[src/rtl/oc_pkg.sv]
package oc_pkg;
  typedef enum logic [2:0] {
    OC_OFF  = 3'd0,
    OC_SET  = 3'd1,
    OC_CLR  = 3'd2,
    OC_TGL  = 3'd3,
    OC_ONE  = 3'd4,
    OC_RPT  = 3'd5,
    OC_PWM  = 3'd6,
    OC_PWMF = 3'd7
  } oc_mode_e;

  localparam int CW        = 16;
  localparam int ISTOP_BIT = 13;
  localparam int FLT_BIT   = 4;
  localparam int TSEL_BIT  = 3;
endpackage

[src/rtl/oc_ctrl_reg.sv]
module oc_ctrl_reg
  import oc_pkg::*;
(
  input  logic          clk,
  input  logic          rst,
  input  logic          we,
  input  logic [CW-1:0] wdata,
  input  logic          fault_n,
  input  logic          prd_run,
  output oc_mode_e      mode,
  output logic          tsel,
  output logic          istop,
  output logic          flt,
  output logic [CW-1:0] rdata
);
  oc_mode_e mode_q;
  logic     tsel_q, istop_q, flt_q;
  logic     unused_wbits;

  assign unused_wbits = ^{wdata[CW-1:ISTOP_BIT+1], wdata[ISTOP_BIT-1:FLT_BIT]};

  always_ff @(posedge clk) begin
    if (rst) begin
      mode_q  <= OC_OFF;
      tsel_q  <= 1'b0;
      istop_q <= 1'b0;
      flt_q   <= 1'b0;
    end else if (we) begin
      mode_q  <= oc_mode_e'(wdata[2:0]);
      tsel_q  <= wdata[TSEL_BIT];
      istop_q <= wdata[ISTOP_BIT];
      flt_q   <= 1'b0;
    end else if (mode_q == OC_PWMF) begin
      if (!fault_n)
        flt_q <= 1'b1;
      else if (prd_run)
        flt_q <= 1'b0;
    end else begin
      flt_q <= 1'b0;
    end
  end

  assign mode  = mode_q;
  assign tsel  = tsel_q;
  assign istop = istop_q;
  assign flt   = flt_q;

  always_comb begin
    rdata            = '0;
    rdata[2:0]       = mode_q;
    rdata[TSEL_BIT]  = tsel_q;
    rdata[FLT_BIT]   = flt_q;
    rdata[ISTOP_BIT] = istop_q;
  end
endmodule

[src/rtl/oc_tbase_sel.sv]
module oc_tbase_sel #(
  parameter int DW = 16
) (
  input  logic          tsel,
  input  logic [DW-1:0] cnt_a,
  input  logic          prd_a,
  input  logic [DW-1:0] cnt_b,
  input  logic          prd_b,
  output logic [DW-1:0] cnt,
  output logic          prd
);
  always_comb begin
    if (tsel) begin
      cnt = cnt_b;
      prd = prd_b;
    end else begin
      cnt = cnt_a;
      prd = prd_a;
    end
  end
endmodule

[src/rtl/oc_wave.sv]
module oc_wave
  import oc_pkg::*;
#(
  parameter int DW = 16
) (
  input  logic          clk,
  input  logic          rst,
  input  oc_mode_e      mode,
  input  logic          load,
  input  oc_mode_e      new_mode,
  input  logic          run,
  input  logic [DW-1:0] cnt,
  input  logic          prd,
  input  logic [DW-1:0] pri,
  input  logic [DW-1:0] sec,
  input  logic          fault_n,
  input  logic          flt,
  output logic          pin,
  output logic          irq
);
  logic          pin_q, irq_q, done_q;
  logic [DW-1:0] duty_q;
  logic          hit_pri, hit_sec, hit_duty;

  assign hit_pri  = (cnt == pri);
  assign hit_sec  = (cnt == sec);
  assign hit_duty = (cnt == duty_q);

  always_ff @(posedge clk) begin
    if (rst) begin
      pin_q  <= 1'b0;
      irq_q  <= 1'b0;
      done_q <= 1'b0;
      duty_q <= '0;
    end else begin
      irq_q <= 1'b0;
      if (load) begin
        pin_q  <= (new_mode == OC_CLR);
        done_q <= 1'b0;
      end else if (mode == OC_PWMF && !fault_n) begin
        pin_q <= 1'b0;
      end else if (run) begin
        unique case (mode)
          OC_SET: if (hit_pri) begin pin_q <= 1'b1;   irq_q <= 1'b1; end
          OC_CLR: if (hit_pri) begin pin_q <= 1'b0;   irq_q <= 1'b1; end
          OC_TGL: if (hit_pri) begin pin_q <= ~pin_q; irq_q <= 1'b1; end
          OC_ONE, OC_RPT: begin
            irq_q <= hit_pri | hit_sec;
            if (!pin_q && !done_q && hit_pri)
              pin_q <= 1'b1;
            else if (pin_q && hit_sec) begin
              pin_q  <= 1'b0;
              done_q <= (mode == OC_ONE);
            end
          end
          OC_PWM, OC_PWMF: begin
            if (prd) begin
              duty_q <= sec;
              pin_q  <= (sec != '0);
              irq_q  <= 1'b1;
            end else if (flt || hit_duty) begin
              pin_q <= 1'b0;
            end
          end
          default: pin_q <= 1'b0;
        endcase
      end
    end
  end

  assign pin = pin_q;
  assign irq = irq_q;
endmodule

[src/rtl/oc_channel.sv]
module oc_channel
  import oc_pkg::*;
#(
  parameter int DW = 16
) (
  input  logic          clk,
  input  logic          rst,
  input  logic          ctrl_we,
  input  logic [15:0]   ctrl_wdata,
  output logic [15:0]   ctrl_rdata,
  input  logic [DW-1:0] tmr_a_cnt,
  input  logic          tmr_a_prd,
  input  logic [DW-1:0] tmr_b_cnt,
  input  logic          tmr_b_prd,
  input  logic [DW-1:0] cmp_pri,
  input  logic [DW-1:0] cmp_sec,
  input  logic          idle_req,
  input  logic          fault_n,
  output logic          pin_out,
  output logic          irq
);
  oc_mode_e      mode;
  logic          tsel, istop, flt, run, prd;
  logic [DW-1:0] cnt;

  assign run = !(istop && idle_req);

  oc_ctrl_reg u_reg (
    .clk     (clk),
    .rst     (rst),
    .we      (ctrl_we),
    .wdata   (ctrl_wdata),
    .fault_n (fault_n),
    .prd_run (prd & run),
    .mode    (mode),
    .tsel    (tsel),
    .istop   (istop),
    .flt     (flt),
    .rdata   (ctrl_rdata)
  );

  oc_tbase_sel #(.DW(DW)) u_tb (
    .tsel  (tsel),
    .cnt_a (tmr_a_cnt),
    .prd_a (tmr_a_prd),
    .cnt_b (tmr_b_cnt),
    .prd_b (tmr_b_prd),
    .cnt   (cnt),
    .prd   (prd)
  );

  oc_wave #(.DW(DW)) u_wave (
    .clk      (clk),
    .rst      (rst),
    .mode     (mode),
    .load     (ctrl_we),
    .new_mode (oc_mode_e'(ctrl_wdata[2:0])),
    .run      (run),
    .cnt      (cnt),
    .prd      (prd),
    .pri      (cmp_pri),
    .sec      (cmp_sec),
    .fault_n  (fault_n),
    .flt      (flt),
    .pin      (pin_out),
    .irq      (irq)
  );
endmodule

[config.mk]
export PLATFORM = sky130hd
export DESIGN_NAME = oc_channel
export DESIGN_NICKNAME = d
export VERILOG_FILES = /design/src/rtl/oc_pkg.sv /design/src/rtl/oc_ctrl_reg.sv /design/src/rtl/oc_tbase_sel.sv /design/src/rtl/oc_wave.sv /design/src/rtl/oc_channel.sv
export SDC_FILE = /design/constraint.sdc
export NUM_CORES = 1
export LEC_CHECK = 0
export BUFFER_PORTS_ARGS = -buffer_cell sky130_fd_sc_hd__buf_4
export CAP_MARGIN = 20
export CELL_PAD_IN_SITES_DETAIL_PLACEMENT = 1
export CELL_PAD_IN_SITES_GLOBAL_PLACEMENT = 2
export CORE_MARGIN = 1
export CORE_UTILIZATION = 27
export CTS_CLUSTER_DIAMETER = 150
export DETAILED_ROUTE_END_ITERATION = 6
export HOLD_SLACK_MARGIN = 0.03
export PLACE_DENSITY_LB_ADDON = 0.1
export SLEW_MARGIN = 20
export SYNTH_ARGS = -nofsm -noshare
export SYNTH_HDL_FRONTEND = slang
export SYNTH_HIERARCHICAL = 1
export SYNTH_SLANG_ARGS = --single-unit
[constraint.sdc]
create_clock -name clk -period 3.28 [get_ports clk]
set_input_delay 0.328 -clock clk [delete_from_list [all_inputs] [get_ports clk]]
set_output_delay 0.328 -clock clk [all_outputs]
set_load 0.1 [all_outputs]
==> results of run 1 <==
-- cell usage in the layout (no fill, tap or decap) --
cell type	Yosys	layout
buf_4	16	85
xnor2_1	48	48
dfxtp_1	25	25
mux2i_1	22	22
nor2_1	22	22
nand4_1	14	14
conb_1	1	10
mux2_4	10	10
nand2_1	7	7
mux2_2	7	7
nor4_1	6	6
inv_1	4	4
nor3_1	4	4
clkbuf_8	1	3
a21oi_1	3	3
nand2b_1	2	2
o21ai_0	2	2
a21boi_1	1	1
clkinv_2	0	1
nand2b_4	1	1
a2111oi_4	1	1
a41oi_1	1	1
and3_1	1	1
nand3_2	1	1
or2b_1	1	1
a31oi_1	1	1
nor4_2	1	1
nand3_1	1	1
a311o_1	1	1
a2111oi_0	1	1
or3_1	1	1
a221oi_1	1	1
nand3b_1	1	1
a311oi_1	1	1
o2111ai_1	1	1
-- layout make-up --
type                    count  area (um2)
fillers                   883        4567
multi-input cells         174        1363
repair buffers             85       638.1
flip-flops and latches     25       500.5
well taps                  99       123.9
clock buffers               3       41.29
inverters                   4       15.01
clock inverters             1       5.005
-- per-layer routing --
layer / track usage, % / vias up / wire length [um]
met2: 24.48 / 68 / 2547
li1: - / 885 / -
met1: 22.78 / 821 / 2955
met3: 2.052 / 2 / 357
met4: 3.959 / 0 / 34
met5: 0 / - / 0
-- power by group through the flow --
stage	sequential, mW	clock [mW]	combinational [mW]
after floorplan	0.322	0	0.227
after global placement	0.324	0	0.324
after detailed placement	0.324	0	0.326
after CTS	0.317	0.204	0.327
after global routing	0.318	0.217	0.346
final	0.317	0.196	0.322
-- path summary, 6_finish.rpt --
| path | cells after the start | end | from | slack (ns) |
|---|---|---|---|---|
| setup / recovery | 8 | u_wave/pin | u_reg/tsel | 0.48 |
| hold / removal | 2 | u_reg/flt | fault_n | 0.26 |
| setup reg to reg | 8 | u_wave/pin | u_reg/tsel | 0.48 |
| hold reg to reg | 2 | u_wave/duty_q[4] | u_wave/duty_q[4] | 0.53 |
-- stage by stage --
| step | area (um2) | setup slack, ns | hold WS, ns |
|---|---|---|---|
| finish | 2686 | 0.4757 | 0.2565 |
| CTS | 2686 | 0.3865 | 0.2489 |
| detailed placement | 2640 | 0.4401 | 0.5113 |
| global route | 2686 | 0.1536 | 0.2382 |
| global placement | 2640 | 0.4725 | 0.4955 |
| floorplan | 2063 | 1.056 | 0.3923 |
-- logic make-up (layout without fill, tap and decap cells) --
family	after synthesis	in the layout	share of synthesized area [%]
AO/OA/AOI/OAI	14	14	5.919
multiplexers	39	39	22.13
buffers and inverters	26	93	9.864
flip-flops	25	25	24.66
other	1	10	0.1848
AND/OR/NAND/NOR	63	63	16.52
XOR/XNOR	48	48	20.72
-- state kept, by name, summed over array words and instances, names as in the netlist --
| name | flops |
|---|---|
| u_reg/flt | 1 |
| u_reg/tsel | 1 |
| u_reg/mode | 3 |
| u_reg/istop | 1 |
| u_wave/irq | 1 |
| u_wave/pin | 1 |
| u_wave/done_q | 1 |
| u_wave/duty_q | 16 |
==> flow_summary.html, run 1 <==
<table>
<tr><th>Metric</th><th>Value</th></tr>
<tr><th colspan="2">Finish</th></tr>
<tr><td>Share of the core filled with cells</td><td>37.04%</td></tr>
<tr><td>Final antenna diode count</td><td>0</td></tr>
<tr><td>Fin nets</td><td>380</td></tr>
<tr><td>Fraction of final layout cells with drive strength greater than 1</td><td>37.67%</td></tr>
<tr><td>Post-Layout Cell Count</td><td>391</td></tr>
<tr><td>Area overhead of the layout relative to synthesis</td><td>32.37%</td></tr>
<tr><th colspan="2">Critical path</th></tr>
<tr><td>CP Launch Type</td><td>flip-flop</td></tr>
<tr><td>Kind of critical path</td><td>flip-flop to flip-flop</td></tr>
<tr><td>CP max stage cell</td><td>nor4_1</td></tr>
<tr><td>WP data arrival</td><td>3.01 ns</td></tr>
<tr><td>Cells along the critical path</td><td>buf_4 -&gt; mux2_4 -&gt; xnor2_1 -&gt; nand4_1 -&gt; nor4_1 -&gt; a221oi_1 -&gt; nor3_1 -&gt; mux2i_1</td></tr>
<tr><td>Crit-path max FO</td><td>9</td></tr>
<tr><td>Crit path required time</td><td>3.49 ns</td></tr>
<tr><td>Buffers plus inverters on the worst setup path</td><td>1</td></tr>
<tr><td>Worst stage delay on the critical path</td><td>0.59 ns</td></tr>
<tr><td>Kind of cell adding the most delay to the critical path</td><td>simple AND/OR/NAND/NOR gates</td></tr>
<tr><td>CP endpoint kind</td><td>flip-flop</td></tr>
<tr><th colspan="2">Clock tree</th></tr>
<tr><td>Worst-skew pair later-pin latency</td><td>0.28 ns</td></tr>
<tr><td>Hold Buf Count CTS</td><td>0</td></tr>
<tr><td>Clock-pin slew reported for the worst setup and hold paths after clock tree synthesis</td><td>0.10 ns</td></tr>
<tr><td>Number of cells upsized or downsized after cts</td><td>0</td></tr>
<tr><td>CTS Root Cell</td><td>clkbuf_8</td></tr>
<tr><td>Count of buffers added by post-CTS timing repair for setup</td><td>0</td></tr>
<tr><td>CTS Buf Count</td><td>3</td></tr>
<tr><td>Number of sinks handled by clock tree synthesis</td><td>25</td></tr>
<tr><td>TritonCTS clock tree</td><td>built</td></tr>
<tr><td>H-Tree Level Count</td><td>1</td></tr>
<tr><td>Maximum number of buffers from clock root to sink</td><td>2</td></tr>
<tr><th colspan="2">Placement</th></tr>
<tr><td>Total placed cells including tap cells</td><td>387</td></tr>
<tr><td>Number of input and output port buffers inserted</td><td>83</td></tr>
<tr><td>HPWL after detailed placement</td><td>4.836 mm</td></tr>
<tr><td>Final estimated routing congestion in global placement</td><td>0.6811</td></tr>
<tr><th colspan="2">Synthesis</th></tr>
<tr><td>Fraction of post-synthesis cell area in the top cell type by area</td><td>24.66%</td></tr>
<tr><td>Most frequent cell after synthesis</td><td>xnor2_1</td></tr>
<tr><td>Most frequent cells after synthesis</td><td>48 x xnor2_1, 25 x dfxtp_1, 22 x mux2i_1, 22 x nor2_1, 16 x buf_4</td></tr>
<tr><td>Area contributors post-synth</td><td>dfxtp_1 25%, xnor2_1 21%, mux2i_1 11%, mux2_4 7.4%, buf_4 5.9%</td></tr>
<tr><td>Portion of the post-synthesis area used by sequential elements</td><td>24.66%</td></tr>
<tr><td>Flop and latch count out of synthesis</td><td>25</td></tr>
<tr><td>Count of flip-flops with a built-in enable after synthesis</td><td>0</td></tr>
<tr><td>Cell type contributing the most total cell area after synthesis</td><td>dfxtp_1</td></tr>
<tr><td>Proportion of synthesized flip-flops having asynchronous set or reset</td><td>0%</td></tr>
<tr><td>Syn avg cell area</td><td>9.396 um2</td></tr>
<tr><td>Number of distinct library cells after synthesis</td><td>38</td></tr>
<tr><td>Cell count after synthesis</td><td>216</td></tr>
<tr><td>YS warnings</td><td>6</td></tr>
<tr><td>Cell area after synthesis</td><td>0.002029 mm2</td></tr>
<tr><td>Primary flip-flop cell chosen by synthesis mapping</td><td>dfxtp_1</td></tr>
<tr><th colspan="2">Power</th></tr>
<tr><td>Comb power frac</td><td>38.5%</td></tr>
<tr><td>Net switching power figure</td><td>0.2988 mW</td></tr>
<tr><td>Part of the total power dissipated in the clock network</td><td>23.5%</td></tr>
<tr><td>Largest voltage drop on the vdd net</td><td>0.1416 mV</td></tr>
<tr><td>Leakage dissipation</td><td>1.172 nW</td></tr>
<tr><td>Power per Cell Area</td><td>310.8 mW/mm2</td></tr>
<tr><td>Internal Power</td><td>0.5361 mW</td></tr>
<tr><td>Total power after layout</td><td>0.8349 mW</td></tr>
<tr><td>Register share of total power</td><td>37.9%</td></tr>
<tr><td>Switching fraction of total power</td><td>35.79%</td></tr>
<tr><th colspan="2">STA</th></tr>
<tr><td>Final total negative setup slack</td><td>0 ns</td></tr>
<tr><td>Maximum clock rate</td><td>356.6 MHz</td></tr>
<tr><td>RSZ-0062 raised after global routing</td><td>false</td></tr>
<tr><td>Slew Limit Fails</td><td>0</td></tr>
<tr><td>Final cycle utilization of the critical path</td><td>85.50%</td></tr>
<tr><td>Worst-case clock skew</td><td>0.002806 ns</td></tr>
<tr><td>Shortest period the worst path allows</td><td>2.804 ns</td></tr>
<tr><td>Actual transition at the worst max-transition pin</td><td>0.6327 ns</td></tr>
<tr><td>Final Hold Vio Count</td><td>0</td></tr>
<tr><td>Setup violators final</td><td>0</td></tr>
<tr><td>Relative slew slack</td><td>57.43%</td></tr>
<tr><th colspan="2">Floorplanning</th></tr>
<tr><td>Initial Utilization</td><td>27.98%</td></tr>
<tr><td>X dimension of the die</td><td>88.70 um</td></tr>
<tr><td>Die H</td><td>88.70 um</td></tr>
<tr><td>Ports</td><td>105</td></tr>
<tr><td>Total die area</td><td>0.007867 mm2</td></tr>
<tr><td>Core ar.</td><td>0.007253 mm2</td></tr>
<tr><td>Row cnt</td><td>31</td></tr>
<tr><th colspan="2">GRT</th></tr>
<tr><td>Total global routing track utilization</td><td>15.72%</td></tr>
<tr><td>Vias in the first global route</td><td>1807</td></tr>
<tr><td>Pin count of the biggest net entering global routing</td><td>27</td></tr>
<tr><td>Residual overflow from global routing</td><td>0</td></tr>
<tr><td>First-pass GRT wire length</td><td>9.108 mm</td></tr>
<tr><td>Antenna violations before repair</td><td>0</td></tr>
<tr><th colspan="2">Routing</th></tr>
<tr><td>Avg Vias per Cell</td><td>4.542</td></tr>
<tr><td>Total Routed Length</td><td>5.895 mm</td></tr>
<tr><td>Total vias in the final route</td><td>1776</td></tr>
<tr><td>Detailed Routing Iterations Pass 1</td><td>4</td></tr>
<tr><td>Count of nets left with antenna violations after detail routing</td><td>0</td></tr>
<tr><td>Iter 0 DRT Violations</td><td>55</td></tr>
<tr><td>Remaining DRCs</td><td>0</td></tr>
<tr><td>Routed WL per cell</td><td>15.08 um</td></tr>
<tr><th colspan="2">Run status</th></tr>
<tr><td>Status</td><td>finished clean</td></tr>
<tr><th colspan="2">Min path</th></tr>
<tr><td>Class of the tightest hold or removal check</td><td>input port to flip-flop</td></tr>
<tr><th colspan="2">Job</th></tr>
<tr><td>Max-Cap Viols</td><td>0</td></tr>
</table>
Power figures use the tool's default switching activity.
==> run 2: changes to the inputs <==
Settings changed: CORE_ASPECT_RATIO set to 1.4.
==> flow_summary.html, run 2 (synthesis results as in run 1) <==
<table>
<tr><th>Metric</th><th>Value</th></tr>
<tr><th colspan="2">STA</th></tr>
<tr><td>Relative slew slack</td><td>56.83%</td></tr>
<tr><td>Final cycle utilization of the critical path</td><td>83.77%</td></tr>
<tr><td>Maximum clock rate</td><td>363.9 MHz</td></tr>
<tr><td>Final Hold Vio Count</td><td>0</td></tr>
<tr><td>Final worst slack</td><td>0.5322 ns</td></tr>
<tr><td>RSZ-0062 raised after global routing</td><td>false</td></tr>
<tr><td>Final total negative setup slack</td><td>0 ns</td></tr>
<tr><td>Setup violators final</td><td>0</td></tr>
<tr><td>Slew Limit Fails</td><td>0</td></tr>
<tr><td>Worst-case clock skew</td><td>0.007245 ns</td></tr>
<tr><td>Actual transition at the worst max-transition pin</td><td>0.6417 ns</td></tr>
<tr><td>Shortest period the worst path allows</td><td>2.748 ns</td></tr>
<tr><th colspan="2">Floorplanning</th></tr>
<tr><td>Initial Utilization</td><td>27.75%</td></tr>
<tr><td>X dimension of the die</td><td>75.27 um</td></tr>
<tr><td>Total die area</td><td>0.007872 mm2</td></tr>
<tr><td>Die H</td><td>104.6 um</td></tr>
<tr><td>Ports</td><td>105</td></tr>
<tr><td>Row cnt</td><td>37</td></tr>
<tr><td>Core ar.</td><td>0.007315 mm2</td></tr>
<tr><th colspan="2">Finish</th></tr>
<tr><td>Top library cells by usage in the layout, fill and taps aside</td><td>84 x buf_4, 48 x xnor2_1, 25 x dfxtp_1</td></tr>
<tr><td>Fraction of final layout cells with drive strength greater than 1</td><td>37.46%</td></tr>
<tr><td>Area overhead of the layout relative to synthesis</td><td>32.00%</td></tr>
<tr><td>Final antenna diode count</td><td>0</td></tr>
<tr><td>FILL cells</td><td>910</td></tr>
<tr><td>Fin nets</td><td>379</td></tr>
<tr><td>Share of the core filled with cells</td><td>36.62%</td></tr>
<tr><td>Flip-flop count of the largest register, all copies and words added</td><td>16</td></tr>
<tr><td>Most flops, register</td><td>u_wave/duty_q</td></tr>
<tr><td>Most common cell after layout, fill and taps aside</td><td>buf_4</td></tr>
<tr><th colspan="2">Critical path</th></tr>
<tr><td>CP max stage cell</td><td>nor4_1</td></tr>
<tr><td>Kind of critical path</td><td>flip-flop to flip-flop</td></tr>
<tr><td>WP data arrival</td><td>2.97 ns</td></tr>
<tr><td>Endpoint of the worst register-to-register path</td><td>u_wave/pin</td></tr>
<tr><td>Crit path required time</td><td>3.50 ns</td></tr>
<tr><td>Capture point of the worst path</td><td>u_wave/pin</td></tr>
<tr><td>Cells along the critical path</td><td>buf_4 -&gt; mux2_2 -&gt; xnor2_1 -&gt; nand4_1 -&gt; nor4_1 -&gt; a221oi_1 -&gt; nor3_1 -&gt; mux2i_1</td></tr>
<tr><td>Internal reg-to-reg setup slack</td><td>0.53 ns</td></tr>
<tr><td>Crit-path max FO</td><td>17</td></tr>
<tr><td>Worst stage delay on the critical path</td><td>0.60 ns</td></tr>
<tr><td>Start point of the critical path</td><td>u_reg/tsel</td></tr>
<tr><td>CP Launch Type</td><td>flip-flop</td></tr>
<tr><td>Reg-to-reg startpoint</td><td>u_reg/tsel</td></tr>
<tr><td>R2R depth</td><td>8</td></tr>
<tr><td>CP endpoint kind</td><td>flip-flop</td></tr>
<tr><th colspan="2">Clock tree</th></tr>
<tr><td>Clock-pin slew reported for the worst setup and hold paths after clock tree synthesis</td><td>0.10 ns</td></tr>
<tr><td>Worst-skew pair later-pin latency</td><td>0.28 ns</td></tr>
<tr><td>H-Tree Level Count</td><td>1</td></tr>
<tr><td>Maximum number of buffers from clock root to sink</td><td>2</td></tr>
<tr><td>Count of buffers added by post-CTS timing repair for setup</td><td>0</td></tr>
<tr><td>TritonCTS clock tree</td><td>built</td></tr>
<tr><td>Hold Buf Count CTS</td><td>0</td></tr>
<tr><td>CTS Root Cell</td><td>clkbuf_8</td></tr>
<tr><td>Number of cells upsized or downsized after cts</td><td>0</td></tr>
<tr><td>CTS Buf Count</td><td>3</td></tr>
<tr><td>Number of sinks handled by clock tree synthesis</td><td>25</td></tr>
<tr><th colspan="2">GRT</th></tr>
<tr><td>Pin count of the biggest net entering global routing</td><td>27</td></tr>
<tr><td>Vias in the first global route</td><td>1965</td></tr>
<tr><td>Total global routing track utilization</td><td>16.41%</td></tr>
<tr><td>Antenna violations before repair</td><td>0</td></tr>
<tr><td>Residual overflow from global routing</td><td>0</td></tr>
<tr><td>First-pass GRT wire length</td><td>9.508 mm</td></tr>
<tr><th colspan="2">Power</th></tr>
<tr><td>Part of the total power dissipated in the clock network</td><td>23.7%</td></tr>
<tr><td>Power per Cell Area</td><td>311.5 mW/mm2</td></tr>
<tr><td>Internal Power</td><td>0.5364 mW</td></tr>
<tr><td>Largest voltage drop on the vdd net</td><td>0.1317 mV</td></tr>
<tr><td>Switching fraction of total power</td><td>35.72%</td></tr>
<tr><td>Leakage dissipation</td><td>1.163 nW</td></tr>
<tr><td>Comb power frac</td><td>38.6%</td></tr>
<tr><td>Net switching power figure</td><td>0.2980 mW</td></tr>
<tr><td>Register share of total power</td><td>37.7%</td></tr>
<tr><th colspan="2">Routing</th></tr>
<tr><td>Detailed Routing Iterations Pass 1</td><td>6</td></tr>
<tr><td>Count of nets left with antenna violations after detail routing</td><td>0</td></tr>
<tr><td>Routed WL per cell</td><td>15.72 um</td></tr>
<tr><td>Avg Vias per Cell</td><td>4.621</td></tr>
<tr><td>Remaining DRCs</td><td>0</td></tr>
<tr><td>Iter 0 DRT Violations</td><td>34</td></tr>
<tr><td>Total vias in the final route</td><td>1793</td></tr>
<tr><td>Total Routed Length</td><td>6.098 mm</td></tr>
<tr><th colspan="2">Run status</th></tr>
<tr><td>Status</td><td>finished clean</td></tr>
<tr><th colspan="2">Placement</th></tr>
<tr><td>Final estimated routing congestion in global placement</td><td>0.7965</td></tr>
<tr><td>Number of input and output port buffers inserted</td><td>83</td></tr>
<tr><td>HPWL after detailed placement</td><td>5.112 mm</td></tr>
<tr><td>Pre-CTS setup slack</td><td>0.5837 ns</td></tr>
<tr><th colspan="2">Min path</th></tr>
<tr><td>Count of cells along the worst hold path</td><td>2</td></tr>
<tr><td>Class of the tightest hold or removal check</td><td>input port to flip-flop</td></tr>
<tr><th colspan="2">Job</th></tr>
<tr><td>Max-Cap Viols</td><td>0</td></tr>
</table>
run 2: cell count changes in the layout (fill, tap and decap cells not counted):
cell	change
clkinvlp_4	+1
clkinv_2	-1
buf_4	-1
run 2: through the flow:
| step | hold slack, ns | power (mW) | instance area [um2] | cells |
|---|---|---|---|---|
| after CTS | 0.2402 | 0.8553 | 2679 | 388 |
| after global placement | 0.4970 | 0.6472 | 2630 | 384 |
| after detailed placement | 0.5133 | 0.6484 | 2630 | 384 |
| after global routing | 0.2402 | 0.8866 | 2679 | 388 |
| after floorplan | 0.3923 | 0.5489 | 2063 | 225 |
| final | 0.2493 | 0.8345 | 2679 | 388 |
run 2: critical path, delay by kind of cell, from the launching register on:
| family | cells | cell delay (ns) |
|---|---|---|
| muxes | 2 | 0.62 |
| and+or+nand+nor | 3 | 0.99 |
| AOI/OAI and AO/OA | 1 | 0.17 |
| buffers and inverters | 1 | 0.30 |
| DFF | 1 | 0.36 |
| xor gates and xnor gates | 1 | 0.22 |
run 2: area by class of cell:
type / count / area, um2 / share of cell area, %
Multi-Input combinational cell: 174 / 1363 / 50.86
Timing Repair Buffer: 84 / 630.6 / 23.54
Clock inverter: 1 / 7.507 / 0.2802
Inverter: 4 / 15.01 / 0.5605
Sequential cell: 25 / 500.5 / 18.68
Tap cell: 97 / 121.4 / 4.531
Clock buffer: 3 / 41.29 / 1.541
run 2: how the worst min path moves through the flow:
| stage | startpoint | end | slack [ns] |
|---|---|---|---|
| finish | fault_n | u_reg/flt | 0.25 |
| global route | fault_n | u_reg/flt | 0.24 |
| CTS | fault_n | u_reg/flt | 0.24 |
| detailed placement | u_wave/duty_q[7] | u_wave/duty_q[7] | 0.51 |
| global placement | u_wave/duty_q[1] | u_wave/duty_q[1] | 0.50 |
| floorplan | rst | u_reg/flt | 0.39 |
run 2: metal layers:
metal	part of all wire (%)	GRT usage (%)	vias to the layer above
met2	58	32.56	47
met4	1.4	4.894	0
met5	0	0	-
li1	-	-	882
met1	37	16.61	858
met3	3.3	2.411	6
run 2: power by group through the flow:
| stage | clock network (mW) | logic (mW) | registers (mW) |
|---|---|---|---|
| global placement | 0 | 0.326 | 0.322 |
| floorplan | 0 | 0.227 | 0.322 |
| CTS | 0.213 | 0.328 | 0.315 |
| finish | 0.198 | 0.322 | 0.314 |
| detailed placement | 0 | 0.327 | 0.322 |
| global route | 0.227 | 0.344 | 0.316 |
